`config.mk`:
```
export PLATFORM = sky130hd
export DESIGN_NAME = dct_tracker
export DESIGN_NICKNAME = d
export VERILOG_FILES = /design/src/rtl/dct_pkg.sv /design/src/rtl/dct_pend.sv /design/src/rtl/dct_merge.sv /design/src/rtl/dct_tracker.sv
export SDC_FILE = /design/constraint.sdc
export NUM_CORES = 1
export LEC_CHECK = 0
export ABC_CLOCK_PERIOD_IN_PS = 6400
export BUFFER_PORTS_ARGS = -buffer_cell sky130_fd_sc_hd__buf_2
export CORE_UTILIZATION = 28
export CTS_BUF_LIST = sky130_fd_sc_hd__clkbuf_4
export DETAILED_ROUTE_END_ITERATION = 16
export GPL_ROUTABILITY_DRIVEN = 0
export REMOVE_ABC_BUFFERS = 1
export SETUP_SLACK_MARGIN = 0.02
export SLEW_MARGIN = 10
export SYNTH_ARGS = -nofsm -noshare
export SYNTH_HDL_FRONTEND = slang
export SYNTH_SLANG_ARGS = --single-unit
```
`constraint.sdc`:
```
create_clock -name clk -period 6.4 [get_ports clk]
set_clock_uncertainty 0.15 [all_clocks]
set_input_delay 0.32 -clock clk [delete_from_list [all_inputs] [get_ports clk]]
set_output_delay 0.32 -clock clk [all_outputs]
set_load 0.01 [all_outputs]
```
`src/rtl/dct_pkg.sv`:
```
package dct_pkg;
    typedef enum logic [2:0] {
        S_IDLE,
        S_RD_ISSUE,
        S_RD_WAIT,
        S_RD_DONE,
        S_WR_ISSUE,
        S_WR_WAIT,
        S_WR_DONE,
        S_WR_MEM
    } dct_st_e;

    typedef enum logic [1:0] {
        LN_NO = 2'd0,
        LN_OW = 2'd1,
        LN_EX = 2'd2
    } dct_line_e;

    localparam logic [1:0] RK_ACK   = 2'd0;
    localparam logic [1:0] RK_SACK  = 2'd1;
    localparam logic [1:0] RK_SDATA = 2'd2;
    localparam logic [1:0] RK_XDATA = 2'd3;
endpackage

```
`src/rtl/dct_pend.sv`:
```
module dct_pend #(
    parameter int NUM = 4,
    localparam int CW = $clog2(NUM + 1)
) (
    input  logic          clk,
    input  logic          rst_n,
    input  logic          load,
    input  logic          dec,
    output logic [CW-1:0] cnt,
    output logic          zero
);
    always_ff @(posedge clk) begin
        if (!rst_n) begin
            cnt <= '0;
        end else if (load) begin
            cnt <= CW'(NUM);
        end else if (dec && cnt != '0) begin
            cnt <= cnt - 1'b1;
        end
    end

    assign zero = (cnt == '0);

    AST_PEND_BOUND: assert property (@(posedge clk) disable iff (!rst_n)
        cnt <= CW'(NUM));
    AST_ONE_PER_RSP: assert property (@(posedge clk) disable iff (!rst_n)
        (dec && !load && !zero) |=> (cnt == CW'($past(cnt) - 1'b1)));
endmodule

```
`src/rtl/dct_merge.sv`:
```
module dct_merge #(
    parameter int LINE_BYTES = 8,
    localparam int DW    = LINE_BYTES * 8,
    localparam int OFF_W = $clog2(LINE_BYTES),
    localparam int LEN_W = $clog2(LINE_BYTES + 1)
) (
    input  logic [DW-1:0]         base,
    input  logic [DW-1:0]         wdata,
    input  logic [OFF_W-1:0]      off,
    input  logic [LEN_W-1:0]      len,
    output logic [DW-1:0]         merged,
    output logic [LINE_BYTES-1:0] win
);
    localparam int SW = LEN_W + 1;
    logic [SW-1:0] stop;
    assign stop = SW'(off) + SW'(len);

    for (genvar b = 0; b < LINE_BYTES; b++) begin : g_byte
        assign win[b] = (SW'(b) >= SW'(off)) && (SW'(b) < stop);
        assign merged[8*b +: 8] = win[b] ? wdata[8*b +: 8] : base[8*b +: 8];
    end
endmodule

```
`src/rtl/dct_tracker.sv`:
```
module dct_tracker
    import dct_pkg::*;
#(
    parameter int NUM_CACHES = 4,
    parameter int LINE_BYTES = 8,
    parameter int ADDR_W     = 16,
    parameter int SRC_W      = 4,
    localparam int DW    = LINE_BYTES * 8,
    localparam int OFF_W = $clog2(LINE_BYTES),
    localparam int LEN_W = $clog2(LINE_BYTES + 1)
) (
    input  logic                  clk,
    input  logic                  rst_n,
    input  logic                  dma_valid,
    input  logic                  dma_write,
    input  logic [ADDR_W-1:0]     dma_addr,
    input  logic [OFF_W-1:0]      dma_off,
    input  logic [LEN_W-1:0]      dma_len,
    input  logic [DW-1:0]         dma_wdata,
    input  logic [SRC_W-1:0]      dma_src,
    output logic                  dma_accept,
    output logic                  dma_recycle,
    output logic                  snp_valid,
    output logic                  snp_excl,
    output logic [ADDR_W-1:0]     snp_addr,
    input  logic                  rsp_valid,
    input  logic [1:0]            rsp_kind,
    input  logic [1:0]            rsp_acks,
    input  logic [DW-1:0]         rsp_data,
    output logic                  mem_rd_req,
    output logic                  mem_wr_req,
    output logic [ADDR_W-1:0]     mem_addr,
    output logic [DW-1:0]         mem_wr_data,
    output logic [LINE_BYTES-1:0] mem_wr_be,
    input  logic                  mem_rd_valid,
    input  logic [DW-1:0]         mem_rd_data,
    input  logic                  mem_wr_ack,
    output logic                  trig_valid,
    output logic                  trig_shared,
    output logic                  dma_rsp_valid,
    output logic                  dma_rsp_ack,
    output logic [DW-1:0]         dma_rsp_data,
    output logic [SRC_W-1:0]      dma_rsp_dst,
    output logic [1:0]            line_state,
    output logic                  busy,
    output logic                  err
);
    localparam int CW = $clog2(NUM_CACHES + 1);

    dct_st_e               st, st_nx;
    dct_line_e             line_q;
    logic [ADDR_W-1:0]     addr_q;
    logic [OFF_W-1:0]      off_q;
    logic [LEN_W-1:0]      len_q;
    logic [DW-1:0]         wdata_q;
    logic [DW-1:0]         buf_q;
    logic [SRC_W-1:0]      src_q;
    logic                  sharer_q, dirty_q, mem_pend_q, from_owner_q, start_no_q, err_q;
    logic [CW-1:0]         pend_cnt;
    logic                  pend_zero;
    logic                  accept, counting, rd_phase;
    logic                  rsp_take, rsp_bad, rsp_shares, rsp_dirty, mem_take;
    logic [DW-1:0]         merged;
    logic [LINE_BYTES-1:0] win;

    // rsp_acks is deliberately not used: every response counts as one
    logic unused_acks;
    assign unused_acks = ^rsp_acks;

    assign accept     = (st == S_IDLE) && dma_valid;
    assign counting   = (st == S_RD_ISSUE) || (st == S_RD_WAIT) ||
                        (st == S_WR_ISSUE) || (st == S_WR_WAIT);
    assign rd_phase   = (st == S_RD_ISSUE) || (st == S_RD_WAIT);
    assign rsp_take   = rsp_valid && counting && !pend_zero;
    assign rsp_bad    = rsp_valid && !rsp_take;
    assign rsp_shares = (rsp_kind == RK_SACK) || (rsp_kind == RK_SDATA);
    assign rsp_dirty  = (rsp_kind == RK_SDATA) || (rsp_kind == RK_XDATA);
    assign mem_take   = rd_phase && mem_pend_q && mem_rd_valid;

    dct_pend #(.NUM(NUM_CACHES)) u_pend (
        .clk  (clk),
        .rst_n(rst_n),
        .load (accept),
        .dec  (rsp_take),
        .cnt  (pend_cnt),
        .zero (pend_zero)
    );

    dct_merge #(.LINE_BYTES(LINE_BYTES)) u_merge (
        .base  (buf_q),
        .wdata (wdata_q),
        .off   (off_q),
        .len   (len_q),
        .merged(merged),
        .win   (win)
    );

    // state register
    always_ff @(posedge clk) begin
        if (!rst_n) st <= S_IDLE;
        else        st <= st_nx;
    end

    always_comb begin
        st_nx = st;
        unique case (st)
            S_IDLE:     if (dma_valid) st_nx = dma_write ? S_WR_ISSUE : S_RD_ISSUE;
            S_RD_ISSUE: st_nx = S_RD_WAIT;
            S_RD_WAIT:  if (pend_zero && !mem_pend_q) st_nx = S_RD_DONE;
            S_RD_DONE:  st_nx = S_IDLE;
            S_WR_ISSUE: st_nx = S_WR_WAIT;
            S_WR_WAIT:  if (pend_zero) st_nx = S_WR_DONE;
            S_WR_DONE:  st_nx = S_WR_MEM;
            S_WR_MEM:   if (mem_wr_ack) st_nx = S_IDLE;
            default:    st_nx = S_IDLE;
        endcase
    end

    // transaction record, flags and line state
    always_ff @(posedge clk) begin
        if (!rst_n) begin
            line_q       <= LN_NO;
            addr_q       <= '0;
            off_q        <= '0;
            len_q        <= '0;
            wdata_q      <= '0;
            buf_q        <= '0;
            src_q        <= '0;
            sharer_q     <= 1'b0;
            dirty_q      <= 1'b0;
            mem_pend_q   <= 1'b0;
            from_owner_q <= 1'b0;
            start_no_q   <= 1'b0;
            err_q        <= 1'b0;
        end else begin
            if (accept) begin
                addr_q       <= dma_addr;
                off_q        <= dma_off;
                len_q        <= dma_len;
                wdata_q      <= dma_wdata;
                src_q        <= dma_src;
                buf_q        <= '0;
                sharer_q     <= 1'b0;
                dirty_q      <= 1'b0;
                mem_pend_q   <= !dma_write && (line_q != LN_NO);
                from_owner_q <= !dma_write && (line_q == LN_OW);
                start_no_q   <= (line_q == LN_NO);
            end
            if (mem_take) begin
                mem_pend_q <= 1'b0;
                if (!dirty_q && !(rsp_take && rsp_dirty)) buf_q <= mem_rd_data;
            end
            if (rsp_take) begin
                if (rsp_shares) sharer_q <= 1'b1;
                if (rsp_dirty) begin
                    dirty_q <= 1'b1;
                    buf_q   <= rsp_data;
                end
            end
            if (st == S_RD_DONE) begin
                if (from_owner_q || sharer_q) line_q <= LN_OW;
                else                          line_q <= LN_EX;
                if (start_no_q && !sharer_q && !dirty_q) err_q <= 1'b1;
            end
            if (st == S_WR_MEM && mem_wr_ack) line_q <= LN_EX;
            if (rsp_bad) err_q <= 1'b1;
        end
    end

    // outputs
    always_comb begin
        dma_accept    = accept;
        dma_recycle   = dma_valid && (st != S_IDLE);
        snp_valid     = (st == S_RD_ISSUE) || (st == S_WR_ISSUE);
        snp_excl      = (st == S_WR_ISSUE);
        snp_addr      = addr_q;
        mem_rd_req    = (st == S_RD_ISSUE) && mem_pend_q;
        mem_wr_req    = (st == S_WR_DONE);
        mem_addr      = addr_q;
        mem_wr_data   = merged;
        mem_wr_be     = dirty_q ? {LINE_BYTES{1'b1}} : win;
        trig_valid    = (st == S_RD_DONE) || (st == S_WR_DONE);
        trig_shared   = sharer_q;
        dma_rsp_valid = 1'b0;
        dma_rsp_ack   = 1'b0;
        dma_rsp_data  = '0;
        dma_rsp_dst   = src_q;
        if (mem_take && from_owner_q) begin
            dma_rsp_valid = 1'b1;
            dma_rsp_data  = mem_rd_data;
        end else if (st == S_RD_DONE && !from_owner_q) begin
            dma_rsp_valid = 1'b1;
            dma_rsp_data  = buf_q;
        end else if (st == S_WR_MEM && mem_wr_ack) begin
            dma_rsp_valid = 1'b1;
            dma_rsp_ack   = 1'b1;
        end
        line_state = line_q;
        busy       = (st != S_IDLE);
        err        = err_q;
    end

    AST_TRIG_AT_ZERO: assert property (@(posedge clk) disable iff (!rst_n)
        trig_valid |-> pend_zero);
    AST_BUSY_REFUSES: assert property (@(posedge clk) disable iff (!rst_n)
        (dma_valid && busy) |-> (dma_recycle && !dma_accept));
    AST_WR_ENDS_EXCL: assert property (@(posedge clk) disable iff (!rst_n)
        (dma_rsp_valid && dma_rsp_ack) |=> (line_state == LN_EX));
    AST_NO_FETCH_FROM_NO: assert property (@(posedge clk) disable iff (!rst_n)
        (dma_accept && !dma_write && line_state == LN_NO) |=> !mem_rd_req);
endmodule

```
==> results of run 1 <==
final cells by class:
cell class	instances	area (µm²)	share of cell area, %
antenna	4	10.01	0.07102
clock buffer	17	127.6	0.9055
clock inverter	14	165.2	1.172
inverter	10	41.29	0.2930
multi-input combinational	830	5394	38.27
sequential	169	3383	24.01
tap	442	553.0	3.924
timing repair buffer	651	4419	31.36
layout by cell type, fill, tap and decap left out, types with 16 or more instances in the layout:
| master | instances |
|---|---|
| sky130_fd_sc_hd__buf_2 | 413 |
| sky130_fd_sc_hd__dlygate4sd3_1 | 226 |
| sky130_fd_sc_hd__nand2_1 | 201 |
| sky130_fd_sc_hd__dfxtp_1 | 169 |
| sky130_fd_sc_hd__a21oi_1 | 164 |
| sky130_fd_sc_hd__o31ai_1 | 66 |
| sky130_fd_sc_hd__a22o_1 | 64 |
| sky130_fd_sc_hd__a22oi_1 | 35 |
| sky130_fd_sc_hd__nand3_1 | 35 |
| sky130_fd_sc_hd__mux2_2 | 33 |
| sky130_fd_sc_hd__a22oi_2 | 29 |
| sky130_fd_sc_hd__and3_1 | 26 |
| sky130_fd_sc_hd__o21ai_0 | 20 |
| sky130_fd_sc_hd__clkbuf_4 | 17 |
| sky130_fd_sc_hd__o2111ai_1 | 16 |
Yosys cell counts, drive strengths merged, types with 5 or more instances:
cell	count	area share, %
o31ai	66	5.2
or2	5	0.33
a221oi	9	0.83
dfxtp	169	36
nor3b	11	0.93
nand3	35	1.9
and2	12	0.79
ha	7	0.93
a21oi	165	8.7
a311oi	8	0.74
o211ai	8	0.64
a22oi	64	6.6
and3	26	1.7
nand2	201	8.0
a22o	64	5.9
o2111ai	16	1.5
mux2	40	4.8
o21ai	26	1.7
buf	61	4.3
nand4	10	0.73
nor2	15	0.65
inv	9	0.36
clkbuf	74	2.9
flip-flops by register name (all words and copies together) (netlist names):
name,cells
mem_pend_q,1
mem_addr,16
wdata_q,64
start_no_q,1
err,1
u_pend.cnt,3
trig_shared,1
from_owner_q,1
off_q,3
line_state,2
st,3
dirty_q,1
len_q,4
dma_rsp_dst,4
buf_q,64
worst max-delay path, delay by kind of cell (launching register included):
kind	cells	cell delay [ps]
flip-flops	1	760
buffers and inverters	1	150
multiplexers	1	490
adder cells (fa/ha/maj)	1	480
AO/OA/AOI/OAI	2	1520
routing by layer:
layer,global-route usage (%),vias up,part of all wire (%)
met3,5.224,71,6.9
met4,9.082,0,2.4
met1,27.49,5449,40
li1,-,5296,-
met2,42.21,563,50
met5,0,-,0
report_power, final:
| group | internal, W | leakage, nW | switching (W) |
|---|---|---|---|
| Clock | 0.000241 | 0.157 | 0.000453 |
| Sequential | 0.00115 | 1.38 | 0.0000891 |
| Combinational | 0.000400 | 4.79 | 0.000611 |
metrics by stage:
step / instances / utilization [%] / hold slack, ps / worst slack, ps
floorplan: 1009 / - / 281.5 / 2010
detailed placement: 1876 / 35.08 / 295.9 / 2596
CTS: 2133 / 42.85 / 111.3 / 1831
global route: 2137 / 42.88 / 172.3 / 1627
finish: 2137 / 42.88 / 179.6 / 1867
global placement: 1876 / 35.08 / 288.9 / 2576
how the worst max path moves through the flow:
stage                           start         endpoint  slack [ps]
after CTS                    off_q[2]  mem_wr_data[61]        1830
final                        off_q[2]  mem_wr_data[61]        1870
after floorplan           rsp_kind[0]          dirty_q        2010
after global placement       off_q[2]  mem_wr_data[61]        2580
after global routing         off_q[2]  mem_wr_data[61]        1630
after detailed placement     off_q[2]  mem_wr_data[61]        2600
cell families (layout without fill, tap and decap cells):
family          Yosys count  in the layout  share of synthesized area (%)
compound gates          442            442                          33.37
xor+xnor                  5              5                         0.4631
fa+ha+maj                 8              8                          1.138
buf+inv                 145            692                          7.649
flops                   169            169                          35.78
mux                      40             40                          4.764
other cells               0              4                              0
simple gates            335            335                          16.83
==> qor.yml, run 1 <==
status: "completed"
grt_pass1_wl_um: 62720
final_antenna_net_count: 0
asyncSetResetFlopFracSynth_pct: 0
fp.coreArea_um2: 32870
synth_cells: 1144
hold_path.startpoint: "dma_valid"
die_area_um2: 34510
min_delay_worst_endpoint: "st[2]"
timing_hold_violations_final: 0
number_of_synthesized_flops_with_an_enable_pin: 0
cts.root.buffer_cell: "sky130_fd_sc_hd__clkbuf_4"
worst_hold_path.num_cells: 5
floorplan.initialDensity_pct: 28.77
distinct_cell_type_count_after_synthesis: 66
cts_sinks: 169
timing.critical_path.required_ps: 5930
drt_iter0_markers: 859
route.detailed.vias_per_inst: 5.325
yosysWarningCount: 0
total_leakage_power_nw: 6.328
clkLatencyLatePin_ps: 630
cts_hold_repair.buffers: 226
hold_class: "primary input to register"
timing.reg2reg.worst_path_depth: 6
filler_cell_count: 3272
finalSetupViolCount: 0
timing_worst_slew_pin_value_ps: 1191
final_nets: 1917
postCtsSetupRepairBufs: 0
cts_buffers: 17
grt_start_max_net_pins: 72
post-route-min-period_ps: 4533
crit_path_start_kind: "register"
placed_cell_area_um2: 11530
post-route-drc-count: 0
port_buffers: 413
postRouteWirelength_um: 42300
critical_path.slowest_cell: "sky130_fd_sc_hd__a21oi_2"
irDropWorstVdd_uv: 172.1
grt_setup_unrepaired: "false"
ys_seq_elements: 169
regToRegSetupSlack_ps: 2710
layout-drive-gt1-share_pct: 32.41
dp_hpwl_um: 26090
maxCapViolations: 0
synth_to_layout_area_growth_pct: 49.05
timing.critical_path.arrival_ps: 4060
core.rowCount: 66
critical_path.max_fanout: 25
critical_path.endpoint_type: "primary output"
slew_headroom_pct: 20.63
maxSlewViolCount: 0
clock_input_transition_at_the_sequential_cells_of_the_worst_setup_and_hold_paths_ps: 170
synth-main-ff-cell: "sky130_fd_sc_hd__dfxtp_1"
clock_path_buffers: 2
period_share_pct: 70.82
via_count_of_the_first_global_routing_pass: 11430
firstDrtPassIters: 6
post-route-cell-area_um2: 14090
setup.worst_path.class: "register to primary output"
htreeDepth: 4
total_grt_usage_pct: 23.72
cp_cell_instances: "ha_1, a21oi_2, o21ai_2, mux2_1, buf_2"
tritoncts: "built"
pin_count: 416
final.setup.tns_ps: 0
die_width_um: 185.8
globalRoute.totalOverflow: 0
average_wire_per_cell_in_the_routed_design_um: 19.79
synthesis.area_um2: 9455
die_y_um: 185.8
cts_resized: 0
total_power_w: 0.002941
grt_antenna_before_repair: 4
synth_seq_area_share_pct: 35.78
critPathMaxStageDelay_ps: 980
syn_avg_cell_area_um2: 8.265
rr_endpoint: "buf_q[16]"
power.density_nw_per_um2: 208.7
detailroute.via_count: 11380
worstReg2RegStart: "st[2]"
timing.fmax_mhz: 220.6
Note: power is estimated with default switching activity, not from simulation.
==> inputs of run 2 (changes only) <==
--- a/config.mk
+++ b/config.mk
@@ -5,7 +5,8 @@
 export SDC_FILE = /design/constraint.sdc
 export NUM_CORES = 1
 export LEC_CHECK = 0
-export ABC_CLOCK_PERIOD_IN_PS = 6400
+export ABC_AREA = 1
+export ABC_CLOCK_PERIOD_IN_PS = 4220
 export BUFFER_PORTS_ARGS = -buffer_cell sky130_fd_sc_hd__buf_2
 export CORE_UTILIZATION = 28
 export CTS_BUF_LIST = sky130_fd_sc_hd__clkbuf_4
==> constraint.sdc (replaced) <==
create_clock -name clk -period 4.22 [get_ports clk]
set_clock_uncertainty 0.15 [all_clocks]
set_input_delay 0.211 -clock clk [delete_from_list [all_inputs] [get_ports clk]]
set_output_delay 0.211 -clock clk [all_outputs]
set_load 0.01 [all_outputs]
==> qor.yml, run 2 <==
status: "completed"
regToRegSetupSlack_ps: 580  # -2130 ps
layout_commonest_cell: "sky130_fd_sc_hd__buf_2"
syn_avg_cell_area_um2: 6.076  # -26%
post_synth_most_frequent_cells: "331 x sky130_fd_sc_hd__nand2_1, 262 x sky130_fd_sc_hd__nor2_1, 250 x sky130_fd_sc_hd__inv_1"
grt_setup_unrepaired: "false"
timing.critical_path.required_ps: 3860  # -2070 ps
number_of_synthesized_flops_with_an_enable_pin: 0  # unchanged
final.setup.tns_ps: 0  # unchanged
power_switching_share_pct: 45.82  # +6.6 points
layout-drive-gt1-share_pct: 21.86  # -11 points
detailroute.via_count: 12070  # +6.1%
critical_path.max_fanout: 17  # -32%
htreeDepth: 4  # unchanged
filler_cell_count: 3448  # +5.4%
asyncSetResetFlopFracSynth_pct: 0  # unchanged
synthesis.area_um2: 9588  # +1.4%
power.clock.fraction_pct: 15.9  # -7.7 points
firstDrtPassIters: 5  # -1
timing.fmax_mhz: 270.6
clkLatencyLatePin_ps: 610  # -20 ps
crit_path_start_kind: "register"
power.density_nw_per_um2: 448.4  # +110%
synth-main-ff-cell: "sky130_fd_sc_hd__dfxtp_1"
period_share_pct: 87.58
grt_antenna_before_repair: 3  # -1
core.rowCount: 67  # +1.5%
maxCapViolations: 0  # unchanged
min_delay_worst_endpoint: "mem_addr[13]"
postRouteWirelength_um: 37170  # -12%
synth_to_layout_area_growth_pct: 55.79
globalRoute.totalOverflow: 0  # unchanged
share_of_the_synthesized_area_in_the_top_cell_type_pct: 35.29  # -0.49 points
tritoncts: "built"
synth_area_leader_cell: "sky130_fd_sc_hd__dfxtp_1"
setup.worst_path.class: "register to primary output"
fp.coreArea_um2: 33620  # +2.3%
hold_path.startpoint: "dma_addr[13]"
dp_hpwl_um: 23160  # -11%
final_nets: 2435  # +27%
power.net_switching_w: 0.003069  # +170%
yosys-top-cells-area: "sky130_fd_sc_hd__dfxtp_1 35%, sky130_fd_sc_hd__nand2_1 13%, sky130_fd_sc_hd__o21ai_0 11%"
worst_hold_path.num_cells: 4  # -1
via_count_of_the_first_global_routing_pass: 12070  # +5.6%
synth_seq_area_share_pct: 35.29  # -0.49 points
die_width_um: 187.0  # +0.69%
clock_path_buffers: 2  # unchanged
hold_class: "primary input to register"
rr_endpoint: "buf_q[33]"
post-route-min-period_ps: 3696
average_wire_per_cell_in_the_routed_design_um: 13.97  # -29%
distinct_cell_type_count_after_synthesis: 35  # -47%
timing_hold_violations_final: 0  # unchanged
maxSlewViolCount: 0  # unchanged
critical_path.endpoint_type: "primary output"
total_grt_usage_pct: 21.12  # -2.6 points
final.hold.worst_slack_ps: 201.3  # +21.68 ps
startpoint: "off_q[0]"
cts_buffers: 17  # unchanged
cts_sinks: 169  # unchanged
cts.root.buffer_cell: "sky130_fd_sc_hd__clkbuf_4"
port_buffers: 413  # unchanged
route.detailed.vias_per_inst: 4.536  # -15%
comb_power_share_pct: 50.8  # +16 points
timing.critical_path.arrival_ps: 3330  # -730 ps
worstReg2RegStart: "u_pend.cnt[0]"
grt_start_max_net_pins: 129  # +79%
power.share.sequential_pct: 33.3  # -8.7 points
floorplan.initialDensity_pct: 28.52  # -0.25 points
clock_input_transition_at_the_sequential_cells_of_the_worst_setup_and_hold_paths_ps: 150  # -20 ps
grt_pass1_wl_um: 59600  # -5.0%
slew_headroom_pct: 32.94  # +12 points
die_area_um2: 34990  # +1.4%
drt_iter0_markers: 494  # -42%
yosysMostFrequentCell: "sky130_fd_sc_hd__nand2_1"
p_int_w: 0.003629  # +100%
finalSetupViolCount: 0  # unchanged
post-route-drc-count: 0  # unchanged
postCtsSetupRepairBufs: 0  # unchanged
irDropWorstVdd_uv: 399.1  # +130%
pin_count: 416  # unchanged
yosysWarningCount: 0  # unchanged
synth_cells: 1578  # +38%
timing.reg2reg.worst_path_depth: 10  # +4
timing_worst_slew_pin_value_ps: 1006  # -184.6 ps
layout.cells.most_common_list: "412 x sky130_fd_sc_hd__buf_2, 330 x sky130_fd_sc_hd__nand2_1, 286 x sky130_fd_sc_hd__dlygate4sd3_1, 261 x sky130_fd_sc_hd__nor2_1, 250 x sky130_fd_sc_hd__inv_1"
final_antenna_net_count: 0  # unchanged
die_y_um: 187.0  # +0.69%
ys_seq_elements: 169  # unchanged
total_leakage_power_nw: 8.417  # +33%
[run 2: cell count changes after synthesis, moves of 26 or more]
cell and delta:
sky130_fd_sc_hd__nor2_1 +249, sky130_fd_sc_hd__a21oi_1 -119, sky130_fd_sc_hd__mux2_2 -33, sky130_fd_sc_hd__o31ai_1 -66
sky130_fd_sc_hd__and3_1 -26, sky130_fd_sc_hd__a22oi_1 -34, sky130_fd_sc_hd__a22oi_2 -29, sky130_fd_sc_hd__o21ai_0 +192
sky130_fd_sc_hd__nand2_1 +130, sky130_fd_sc_hd__a22o_1 -64, sky130_fd_sc_hd__clkbuf_1 -38, sky130_fd_sc_hd__inv_1 +243
sky130_fd_sc_hd__o21ai_1 +109
[run 2: layer usage]
| metal | vias to the layer above | share of wire (%) | GRT usage [%] |
|---|---|---|---|
| li1 | 6088 | - | - |
| met1 | 5445 | 42 | 23.77 |
| met2 | 465 | 48 | 37.77 |
| met3 | 73 | 6.3 | 4.315 |
| met4 | 0 | 3.5 | 10.44 |
| met5 | - | 0 | 0 |
[run 2: logic make-up (layout without fill, tap and decap cells)]
group | count (synthesis) | count (layout) | synth area share [%]
adder cells (fa/ha/maj) | 8 | 8 | 1.122
flip-flops | 169 | 169 | 35.29
AO/OA/AOI/OAI | 377 | 377 | 19.87
buffers and inverters | 366 | 998 | 16.36
XOR/XNOR | 1 | 1 | 0.09136
other | 0 | 3 | 0
AND/OR/NAND/NOR | 657 | 657 | 27.26
[run 2: worst max-delay path: stages (launching register included)]
cell and delay, ps:
sky130_fd_sc_hd__dfxtp_1 390, sky130_fd_sc_hd__ha_1 250, sky130_fd_sc_hd__fa_1 420, sky130_fd_sc_hd__or2_1 240, sky130_fd_sc_hd__nand2_1 110, sky130_fd_sc_hd__inv_1 80, sky130_fd_sc_hd__nor2_1 150, sky130_fd_sc_hd__nand2_1 70
sky130_fd_sc_hd__nand2_1 600, sky130_fd_sc_hd__nand2_1 120, sky130_fd_sc_hd__o21ai_0 110, sky130_fd_sc_hd__buf_2 170
[run 2: layout make-up]
cell class	instances	area (µm²)	area share [%]
clock inverter	14	170.2	1.139
timing repair buffer	711	5060	33.88
antenna	3	7.507	0.05026
multi-input combinational	1043	4658	31.19
sequential	169	3383	22.65
inverter	255	962.2	6.442
clock buffer	18	135.1	0.9047
tap	448	560.5	3.753
[run 2: metrics by stage]
step	setup slack, ps	area, µm²	utilization [%]	total power (W)	std cells
2_1_floorplan	1189	8976	-	0.003988	1467
3_3_place_gp	1225	11760	34.99	0.005283	2340
3_5_place_dp	1133	11760	34.99	0.005325	2340
4_1_cts	397.8	14930	44.41	0.006769	2658
5_1_grt	165.3	14940	44.43	0.007252	2661
6_report	524.3	14940	44.43	0.006698	2661
[run 2: worst max-delay path by stage]
stage,to,slack (ps),cells after the start
2_1_floorplan,mem_wr_data[0],1190,11
3_3_place_gp,mem_wr_data[3],1220,12
3_5_place_dp,mem_wr_data[3],1130,12
4_1_cts,mem_wr_data[3],400,12
5_1_grt,mem_wr_data[13],170,11
6_report,mem_wr_data[11],520,11
[run 2: power groups by stage]
stage	clock network, W	logic [W]	registers (W)
finish	0.00107	0.00340	0.00223
global route	0.00118	0.00380	0.00227
CTS	0.00113	0.00342	0.00222
detailed placement	0	0.00307	0.00226
global placement	0	0.00304	0.00224
floorplan	0	0.00172	0.00227
[run 2: timing repair]
item / 4_1_cts / 5_1_grt
hold buffers: 286 / 0
endpoints found under the hold margin: 168 / 0
resized for setup: 0 / 0
==> inputs of run 3 (changes only) <==
--- a/config.mk
+++ b/config.mk
@@ -12,6 +12,7 @@
 export CTS_BUF_LIST = sky130_fd_sc_hd__clkbuf_4
 export DETAILED_ROUTE_END_ITERATION = 16
 export GPL_ROUTABILITY_DRIVEN = 0
+export PLACE_DENSITY = 0.59
 export REMOVE_ABC_BUFFERS = 1
 export SETUP_SLACK_MARGIN = 0.02
 export SLEW_MARGIN = 10
==> qor.yml, run 3 (synthesized netlist as in run 2, its figures left out) <==
final-seq-area_um2: 3383  # unchanged
power.net_switching_w: 0.003037  # -1.0%
grt_antenna_before_repair: 2  # -1
irDropWorstVdd_uv: 508.9  # +28%
cts.root.buffer_cell: "sky130_fd_sc_hd__clkbuf_4"
firstDrtPassIters: 5  # unchanged
htreeDepth: 4  # unchanged
total_grt_usage_pct: 21.38  # +0.26 points
critical_path.endpoint_type: "primary output"
route.detailed.vias_per_inst: 4.547  # +0.24%
timing.critical_path.arrival_ps: 3400  # +70 ps
multi_input_comb_area_um2: 4658  # unchanged
tritoncts: "built"
fp.coreArea_um2: 33620  # unchanged
dp_hpwl_um: 24380  # +5.3%
clkLatencyLatePin_ps: 610  # about the same
clock_path_buffers: 2  # unchanged
average_wire_per_cell_in_the_routed_design_um: 14.40  # +3.1%
post-route-min-period_ps: 3763  # +67.60 ps
filler_cell_count: 3515  # +1.9%
pin_count: 416  # unchanged
slew_headroom_pct: 35.04  # +2.1 points
detailroute.via_count: 11900  # -1.5%
die_y_um: 187.0  # unchanged
timing.fmax_mhz: 265.7  # -1.8%
layout-drive-gt1-share_pct: 22.10  # +0.25 points
layout.cells.most_common_list: "412 x sky130_fd_sc_hd__buf_2, 330 x sky130_fd_sc_hd__nand2_1, 261 x sky130_fd_sc_hd__nor2_1, 250 x sky130_fd_sc_hd__inv_1, 245 x sky130_fd_sc_hd__dlygate4sd3_1"
post_route_met1_wirelength_um: 15860  # +2.2%
routed-wl-met3_um: 2208  # -5.3%
power.share.sequential_pct: 34.3  # +1.0 points
synth_to_layout_area_growth_pct: 51.04
total_leakage_power_nw: 8.238  # -2.1%
period_share_pct: 89.18  # +1.6 points
comb_power_share_pct: 51.4  # +0.6 points
grt_start_max_net_pins: 86  # -33%
placed_cell_area_um2: 11790  # +0.23%
finalSetupViolCount: 0  # unchanged
power.clock.fraction_pct: 14.4  # -1.5 points
hold_class: "primary input to register"
timing_worst_slew_pin_value_ps: 969.1  # -36.89 ps
maxSlewViolCount: 0  # unchanged
layout_commonest_cell: "sky130_fd_sc_hd__buf_2"
post-route-drc-count: 0  # unchanged
timing.critical_path.required_ps: 3860  # about the same
postRouteWirelength_um: 37660  # +1.3%
dr_wl_met2_um: 17750  # -1.5%
critical_path.max_fanout: 24  # +7
clock_input_transition_at_the_sequential_cells_of_the_worst_setup_and_hold_paths_ps: 140  # about the same
status: "completed"
via_count_of_the_first_global_routing_pass: 11900  # -1.4%
final_antenna_net_count: 0  # unchanged
post-route-cell-area_um2: 14480  # -3.0%
die_area_um2: 34990  # unchanged
port_buffers: 413  # unchanged
floorplan.initialDensity_pct: 28.52  # unchanged
drt_iter0_markers: 587  # +19%
core.rowCount: 67  # unchanged
grt_pass1_wl_um: 59490  # -0.17%
die_width_um: 187.0  # unchanged
globalRoute.totalOverflow: 0  # unchanged
cts_resized: 0  # unchanged
crit_path_start_kind: "register"
maxCapViolations: 0  # unchanged
maxUsedRoutingLayer: "met5"
setup.worst_path.class: "register to primary output"
cts_buffers: 17  # unchanged
grt_setup_unrepaired: "false"
p_int_w: 0.003493  # -3.8%
power_switching_share_pct: 46.51  # +0.69 points
cts_sinks: 169  # unchanged
final_nets: 2396  # -1.6%
power.density_nw_per_um2: 450.9  # +0.56%
final.setup.tns_ps: 0  # unchanged
timing_hold_violations_final: 0  # unchanged
run 3: changes by cell type in the layout (fill, tap and decap cells not counted), sizes merged:
cell / change
clkinv: +3
clkinvlp: -1
bufinv: -1
clkbuf: -1
inv: -4
diode: -2
buf: +2
dlygate4sd3: -41
run 3: power groups by stage:
stage               Combinational [W]  Clock (W)  Sequential [W]
detailed placement            0.00308          0         0.00227
CTS                           0.00337   0.000989         0.00223
global route                  0.00374    0.00104         0.00229
finish                        0.00335   0.000937         0.00224
floorplan                     0.00172          0         0.00227
global placement              0.00304          0         0.00226
run 3: final timing paths:
check        cells after the start        endpoint           from  slack, ps
max reg2reg                     10       buf_q[19]  u_pend.cnt[0]        580
min reg2reg                      2     wdata_q[45]    wdata_q[45]        310
min                              3     wdata_q[20]          rst_n         70
max                             13  mem_wr_data[4]       off_q[0]        460
run 3: layout make-up:
| class | instances | share of cell area (%) |
|---|---|---|
| clock buffer | 17 | 0.8813 |
| clock inverter | 11 | 0.7603 |
| tap | 448 | 3.871 |
| sequential | 169 | 23.36 |
| timing repair buffer | 672 | 32.30 |
| multi-input combinational | 1043 | 32.17 |
| inverter | 255 | 6.644 |
| antenna | 1 | 0.01728 |
run 3: timing repair:
item	in CTS	in global routing
hold buffers	245	0
setup endpoints to repair	0	0
buffers inserted	0	0
hold endpoints to repair	165	0
run 3: worst max-delay path, cell delays in order, from the launching register on:
cell	delay [ps]
sky130_fd_sc_hd__dfxtp_1	390
sky130_fd_sc_hd__ha_1	250
sky130_fd_sc_hd__fa_1	410
sky130_fd_sc_hd__inv_1	70
sky130_fd_sc_hd__nand2_1	40
sky130_fd_sc_hd__nand3_1	70
sky130_fd_sc_hd__nand2_1	60
sky130_fd_sc_hd__nor2_2	70
sky130_fd_sc_hd__buf_4	280
sky130_fd_sc_hd__nand3_2	330
sky130_fd_sc_hd__nand2_1	480
sky130_fd_sc_hd__nand2_1	100
sky130_fd_sc_hd__nand2_1	90
sky130_fd_sc_hd__buf_2	130
run 3: routing by layer:
metal	vias to the layer above	global-route usage (%)
li1	5992	-
met5	-	0
met1	5371	24.08
met4	2	12.48
met3	81	4.465
met2	449	37.27
run 3: stage by stage:
step           hold WS, ps  util (%)  std cells  setup slack, ps  power, W
2_1_floorplan        195.9         -       1467             1189  0.003988
3_3_place_gp         281.4     35.07       2342             1076  0.005292
3_5_place_dp         288.0     35.07       2342             1032  0.005347
4_1_cts             0.4386     43.07       2615            286.6  0.006589
5_1_grt              56.72     43.08       2616            97.83  0.007064
6_report             69.70     43.08       2616            456.7  0.006530
